--- src/rtl/wrg_pkg.sv ---
package wrg_pkg;
    localparam int WRG_DW = 32;
    localparam int WRG_AW = 2;

    typedef enum logic [WRG_AW-1:0] {
        SEL_MASK  = 2'd0,
        SEL_AUTO  = 2'd1,
        SEL_CNTEN = 2'd2,
        SEL_STAT  = 2'd3
    } sel_e;

    typedef struct packed {
        logic mask;
        logic auto_dis;
        logic cnt_en;
    } ctrl_t;

    typedef struct packed {
        logic req;
        logic cpu_rst;
    } gate_in_t;

    function automatic logic [WRG_DW-1:0] place_bit(input logic v, input int unsigned pos);
        logic [WRG_DW-1:0] r;
        r = '0;
        r[pos] = v;
        return r;
    endfunction

    // allow = 1 when the stored mask bit lets watchdog resets pass
    function automatic logic mask_allows(input logic m, input logic pol_blocks_when_set);
        return pol_blocks_when_set ? ~m : m;
    endfunction
endpackage

--- src/rtl/wrg_regs.sv ---
module wrg_regs
    import wrg_pkg::*;
#(
    parameter bit MASK_POL = 1'b1
) (
    input  logic  clk,
    input  logic  rst,
    input  logic  wr_en,
    input  sel_e  sel,
    input  ctrl_t wr_bits,
    output ctrl_t ctrl_q
);
    ctrl_t rst_val;

    generate
        if (MASK_POL) begin : g_pol_high
            assign rst_val = '{mask: 1'b1, auto_dis: 1'b1, cnt_en: 1'b0};
        end else begin : g_pol_low
            assign rst_val = '{mask: 1'b0, auto_dis: 1'b1, cnt_en: 1'b0};
        end
    endgenerate

    always_ff @(posedge clk) begin
        if (rst) begin
            ctrl_q <= rst_val;
        end else if (wr_en) begin
            case (sel)
                SEL_MASK:  ctrl_q.mask     <= wr_bits.mask;
                SEL_AUTO:  ctrl_q.auto_dis <= wr_bits.auto_dis;
                SEL_CNTEN: ctrl_q.cnt_en   <= wr_bits.cnt_en;
                default:   ;
            endcase
        end
    end
endmodule

--- src/rtl/wrg_gate.sv ---
module wrg_gate
    import wrg_pkg::*;
#(
    parameter int unsigned PULSE_LEN = 4,
    parameter bit          MASK_POL  = 1'b1
) (
    input  logic     clk,
    input  logic     rst,
    input  gate_in_t gin,
    input  ctrl_t    ctrl,
    output logic     sys_rst,
    output logic     start
);
    localparam int unsigned CW = $clog2(PULSE_LEN + 1);
    localparam logic [CW-1:0] LAST = CW'(PULSE_LEN - 1);

    logic          armed_q;
    logic [CW-1:0] left_q;
    logic          pass;
    logic          qualified;

    always_comb begin
        pass      = mask_allows(ctrl.mask, MASK_POL);
        qualified = gin.req && pass && !(ctrl.auto_dis && gin.cpu_rst);
        start     = qualified && armed_q && !sys_rst;
    end

    always_ff @(posedge clk) begin
        if (rst) begin
            sys_rst <= 1'b0;
            left_q  <= '0;
            armed_q <= 1'b1;
        end else begin
            if (start) begin
                sys_rst <= 1'b1;
                left_q  <= LAST;
                armed_q <= 1'b0;
            end else begin
                if (!gin.req) armed_q <= 1'b1;
                if (sys_rst) begin
                    if (left_q == '0) sys_rst <= 1'b0;
                    else              left_q  <= left_q - 1'b1;
                end
            end
        end
    end
endmodule

--- src/rtl/wrg_cause.sv ---
module wrg_cause (
    input  logic clk,
    input  logic por_rst,
    input  logic set_i,
    input  logic clr_i,
    output logic cause_q
);
    always_ff @(posedge clk) begin
        if (por_rst)    cause_q <= 1'b0;
        else if (set_i) cause_q <= 1'b1;
        else if (clr_i) cause_q <= 1'b0;
    end
endmodule

--- src/rtl/wdt_rst_gate.sv ---
module wdt_rst_gate
    import wrg_pkg::*;
#(
    parameter int unsigned PULSE_LEN = 4,
    parameter bit          MASK_POL  = 1'b1,
    parameter int unsigned MASK_BIT  = 20,
    parameter int unsigned AUTO_BIT  = 20,
    parameter int unsigned CNT_BIT   = 7,
    parameter int unsigned CAUSE_BIT = 9
) (
    input  logic              clk,
    input  logic              rst,
    input  logic              por_rst,
    input  logic              wr_en,
    input  logic [WRG_AW-1:0] addr,
    input  logic [WRG_DW-1:0] wdata,
    output logic [WRG_DW-1:0] rdata,
    input  logic              wdt_req_i,
    input  logic              cpu_in_rst_i,
    output logic              sys_rst_o,
    output logic              cnt_en_o
);
    localparam int unsigned PLEN = (PULSE_LEN < 4) ? 4 : PULSE_LEN;

    sel_e     sel;
    ctrl_t    wr_bits;
    ctrl_t    ctrl_q;
    gate_in_t gin;
    logic     start;
    logic     cause_q;
    logic     cause_clr;
    logic     unused_wdata;

    assign sel          = sel_e'(addr);
    assign wr_bits      = '{mask: wdata[MASK_BIT], auto_dis: wdata[AUTO_BIT], cnt_en: wdata[CNT_BIT]};
    assign gin          = '{req: wdt_req_i, cpu_rst: cpu_in_rst_i};
    assign cause_clr    = wr_en && (sel == SEL_STAT) && wdata[CAUSE_BIT];
    assign unused_wdata = ^wdata;

    wrg_regs #(.MASK_POL(MASK_POL)) u_regs (
        .clk    (clk),
        .rst    (rst),
        .wr_en  (wr_en),
        .sel    (sel),
        .wr_bits(wr_bits),
        .ctrl_q (ctrl_q)
    );

    wrg_gate #(.PULSE_LEN(PLEN), .MASK_POL(MASK_POL)) u_gate (
        .clk    (clk),
        .rst    (rst),
        .gin    (gin),
        .ctrl   (ctrl_q),
        .sys_rst(sys_rst_o),
        .start  (start)
    );

    wrg_cause u_cause (
        .clk    (clk),
        .por_rst(por_rst),
        .set_i  (start),
        .clr_i  (cause_clr),
        .cause_q(cause_q)
    );

    assign cnt_en_o = ctrl_q.cnt_en;

    always_comb begin
        case (sel)
            SEL_MASK:  rdata = place_bit(ctrl_q.mask, MASK_BIT);
            SEL_AUTO:  rdata = place_bit(ctrl_q.auto_dis, AUTO_BIT);
            SEL_CNTEN: rdata = place_bit(ctrl_q.cnt_en, CNT_BIT);
            default:   rdata = place_bit(cause_q, CAUSE_BIT);
        endcase
    end
endmodule

--- config.mk ---
export PLATFORM = sky130hd
export DESIGN_NAME = wdt_rst_gate
export DESIGN_NICKNAME = d
export VERILOG_FILES = /design/src/rtl/wrg_pkg.sv /design/src/rtl/wrg_regs.sv /design/src/rtl/wrg_gate.sv /design/src/rtl/wrg_cause.sv /design/src/rtl/wdt_rst_gate.sv
export SDC_FILE = /design/constraint.sdc
export NUM_CORES = 1
export LEC_CHECK = 0
export ABC_AREA = 1
export CORE_UTILIZATION = 25
export CTS_BUF_LIST = sky130_fd_sc_hd__clkbuf_4 sky130_fd_sc_hd__clkbuf_8 sky130_fd_sc_hd__clkbuf_16
export CTS_CLUSTER_SIZE = 16
export DETAILED_ROUTE_END_ITERATION = 16
export GPL_TIMING_DRIVEN = 0
export PLACE_DENSITY = 0.82
export SYNTH_ARGS = -nofsm -noshare
export SYNTH_HDL_FRONTEND = slang
export SYNTH_SLANG_ARGS = --single-unit
--- constraint.sdc ---
create_clock -name clk -period 1.1 [get_ports clk]
set_clock_uncertainty 0.15 [all_clocks]
set_input_delay 0.11 -clock clk [delete_from_list [all_inputs] [get_ports clk]]
set_output_delay 0.11 -clock clk [all_outputs]
set_load 0.05 [all_outputs]
# Word level (Yosys, flattened, before mapping)
# Index checks and enable logic that the tools add are counted.
# totals
out_inout_bits	34
inputBits	40
word_cells	46
reg_bits	9
# op_classes
add_sub_neg	1
mux	11
bitwise	2
n_reduce_logical	19
n_eq_ne	5
# ops
operator	n
one-hot mux 21 bit (3 select lines)	1
AND reduction 2 bit	5
logical AND 1 bit	7
2-to-1 mux 1 bit	7
2-to-1 mux 2 bit	3
equality test 2 bit (second input constant)	2
nonzero test 2 bit	2
zero test 3 bit	1
subtractor 3 x 1 -> 3 bit (second input constant)	1
equality test 2 x 1 -> 1 bit (second input constant)	1
zero test 1 bit	2
zero test 2 bit	1
inequality test 2 x 1 -> 1 bit (second input constant)	1
inequality test 2 bit (second input constant)	1
NOT 1 bit	2
OR reduction 2 bit	1

# Longest topological paths before layout
# logic_depth
word_depth	7
ltp_mapped	8

# Cells and area by module
# From an unflattened synthesis, not the netlist that was laid out.
# hier_totals
cells_unflattened	105
area_unflattened_um2	743.2
# modules_own_cells
module	seq_area_each_um2	cells_each	area_per_inst_um2	instances
wrg_gate	100.1	38	294.0	1
wdt_rst_gate	0.0	42	267.8	1
wrg_regs	60.1	20	141.4	1
wrg_cause	20.0	5	40.0	1

# Worst setup path after synthesis
# No wires, ideal clock.
# synth_path
kind	register to output
startpoint	reg, netlist name u_regs.ctrl_q[0]
endpoint	out rdata[7]
required_time_ns	0.840
t_arrival_ns	1.823
path_stages_with_launch	3
path_slack_ns	-0.983
path_buffers	0
cell_sequence	dfxtp_1 > inv_1 > nor3_1
# synth_via
elab_chain_cells	1
# synth_lines
element	line	rtl
one-hot mux 21 bit (3 select lines)	wdt_rst_gate.sv:69	case (sel)
end: declaration	wdt_rst_gate.sv:17	output logic [WRG_DW-1:0] rdata,
# No other way between the ends.

# Worst setup path in the final report
# layout_path
startpoint	reg, netlist name u_regs.ctrl_q[0]
endpoint	out rdata[7]
# layout_via
elab_chain_cells	1
# layout_lines
element	line
one-hot mux 21 bit (3 select lines)	wdt_rst_gate.sv:69
# No other way between the ends.

==> qor.yml <==
grt:
  grt_pass1_vias: 506
  grt_max_degree: 8
  antenna_found_initial: 0
  grt_overflow: 0
  grt_use_total_pct: 10.0
  grt_pass1_wl_um: 1980
clock_tree:
  cts_tree: "built"
  cts_root_buf: "clkbuf_4"
  clkLatencyLatePin_ns: 0.27
  cts_buffers: 3
  clockBufferDepth: 2
  htree_num_levels: 1
  clk_pin_slew_ns: 0.07
  cts.sinks: 9
synth:
  synthCells: 91
  synth_cell_types: 19
  synth_largest_area_cell: "buf_4"
  synth-seq-cells: 9
  synth.area.top_cells: "buf_4, dfxtp_1, nand3_1"
  syn_avg_cell_area_um2: 7.40
  netlist.area_leader.share_pct: 32.3
  ys_seq_area_share_pct: 26.8
  ys_warn_count: 0
  netlist_area_um2: 673
layout:
  final_cells: 172
  finalInstanceArea_um2: 1120
  area_delta_synth_final_pct: 66.0
  final_cell_mix: "buf_4, conb_1, nand3_1, clkdlybuf4s50_1, inv_2"
  final_common_cell: "buf_4"
  antennaDiodeCount: 0
  fin_util_pct: 44.7
  drive_gt1_share_pct: 50.0
  nNetsFinal: 185
worst_setup_path:
  cp.arrival_ns: 0.96
  crit_buf_inv: 2
  cp_slowest_stage_delay_ns: 0.35
  path_class: "reg2out"
  crit_required_ns: 0.84
  critPathMaxFanout: 2
  end_kind: "output port"
  critPathLaunchType: "flop"
  path_cells: "inv_4 -> nor3_4 -> buf_6"
  cp_top_family: "flip-flops"
  cp_slowest_cell: "dfxtp_4"
floorplanning:
  ios: 74
  initial_core_util_pct: 26.9
  dieArea_um2: 2900
  coreArea_um2: 2500
  die_w_um: 53.9
  die_h_um: 53.9
  num_rows: 18
drt:
  drt_pass1_iterations: 4
  drt-total-wl_um: 1420
  vias: 638
  dr.first_iter.drc_count: 6
  viasPerCell: 3.71
  routedWlPerCell_um: 8.23
  postRouteAntennaNets: 0
  drt_drc_violations_left: 0
timing:
  fin_crit_sh_pct: 111
  fin_tns_setup_ns: -0.458
  fmax_mhz: 822
  drv_slew: 0
  whs_ns: -0.0212
  fin_ws_ns: -0.116
  setup_viol: 6
  period_minus_slack_ns: 1.22
  final-hold-violation-count: 1
  rsz0062_at_grt: "yes"
power:
  p_int_uw: 640
  p_sw_share_pct: 41.7
  p_comb_share_pct: 41.1
  irDropWorstVdd_mv: 0.562
  power.switching_uw: 458
  p_per_area_nw_per_um2: 983
  seq_power_share_pct: 31.4
  power_mw: 1.10
  p_leak_nw: 0.621
  clkPwrFrac_pct: 27.6
placed_design:
  portBuffers: 15
  place_area_um2: 1000
  dpl.hpwl_um: 1000
  post-place-ws_ns: -0.903
  routabilityCongestion: 0.644
  place_inst: 164
job:
  cap_violations: 0
hold_path:
  hp-class: "in2reg"
status:
  violations: "hold timing, setup timing"
  status: "complete, but fails checks"
==> per-layer routing <==
| layer | track usage, % | part of all wire, % |
|---|---|---|
| met3 | 3.67 | 7.1 |
| met2 | 18.1 | 53 |
| met4 | 7.89 | 2.3 |
| met5 | 0 | 0 |
| met1 | 8.88 | 37 |
==> path summary, 6_finish.rpt <==
check	endpoint	slack [ns]	start	depth (start not counted)
min	u_gate.armed_q$_SDFFE_PP1P_	-0.02	wdt_req_i	3
max reg2reg	u_gate.left_q[0]$_SDFFE_PP0P_	-0.06	u_gate.left_q[0]$_SDFFE_PP0P_	8
max	rdata[7]	-0.12	u_regs.ctrl_q[0]$_SDFFE_PP0P_	3
min reg2reg	u_cause.cause_q$_SDFFE_PP0P_	0.32	u_cause.cause_q$_SDFFE_PP0P_	2
==> flip-flops by register name, summed over array words and instances (netlist names) <==
register / flops
u_gate.left_q: 3
u_gate.armed_q: 1
u_cause.cause_q: 1
u_regs.ctrl_q: 3
u_gate.sys_rst: 1
==> kinds of logic (layout without fill, tap and decap cells) <==
kind of cell             count (synthesis)  after routing  synth area share [%]
buffers and inverters                   41             64                  39.0
flip-flops                               9              9                  26.8
AO/OA/AOI/OAI                            9              9                  6.88
adder cells (fa/ha/maj)                  2              2                  3.72
other                                    1             29                 0.557
AND/OR/NAND/NOR                         29             29                  23.0
==> area by class of cell <==
type                       instances  area [um2]
inverter                          12        50.0
buffer                            29         218
multi-input combinational         69         402
tap                               30        37.5
clock buffer                       4        30.0
sequential                         9         194
fill                             248        1380
timing repair buffer              19         186
==> repair_timing <==
action,in CTS,in global routing
setup endpoints to repair,8,9
resized for setup,43,11
hold endpoints to repair,0,1
hold buffers,0,1
pin swaps,4,6
buffers inserted,2,1
==> cells in the mapped netlist, drive strengths merged <==
library cell	count
buf	29
nand3	14
inv	12
nand2	10
dfxtp	9
a21oi	5
o21ai	3
ha	2
nor2	2
a31oi	1
and3	1
conb	1
nand4	1
nor3	1
==> worst register-to-register path: stages, from the launching register on <==
cell and delay (ns):
dfxtp_2 0.35, inv_4 0.05, ha_4 0.15, nand2_4 0.08
nand2_4 0.06, nand2_2 0.06, nand3_2 0.06, nand2_1 0.06
inv_1 0.03
==> power by group through the flow <==
stage                     registers [mW]  logic [mW]  clock network, mW
after floorplan                    0.356       0.360                  0
after global placement             0.349       0.431                  0
after detailed placement           0.350       0.433                  0
after CTS                          0.343       0.440              0.305
after global routing               0.345       0.479              0.313
final                              0.345       0.451              0.303
Power figures use the tool's default switching activity.
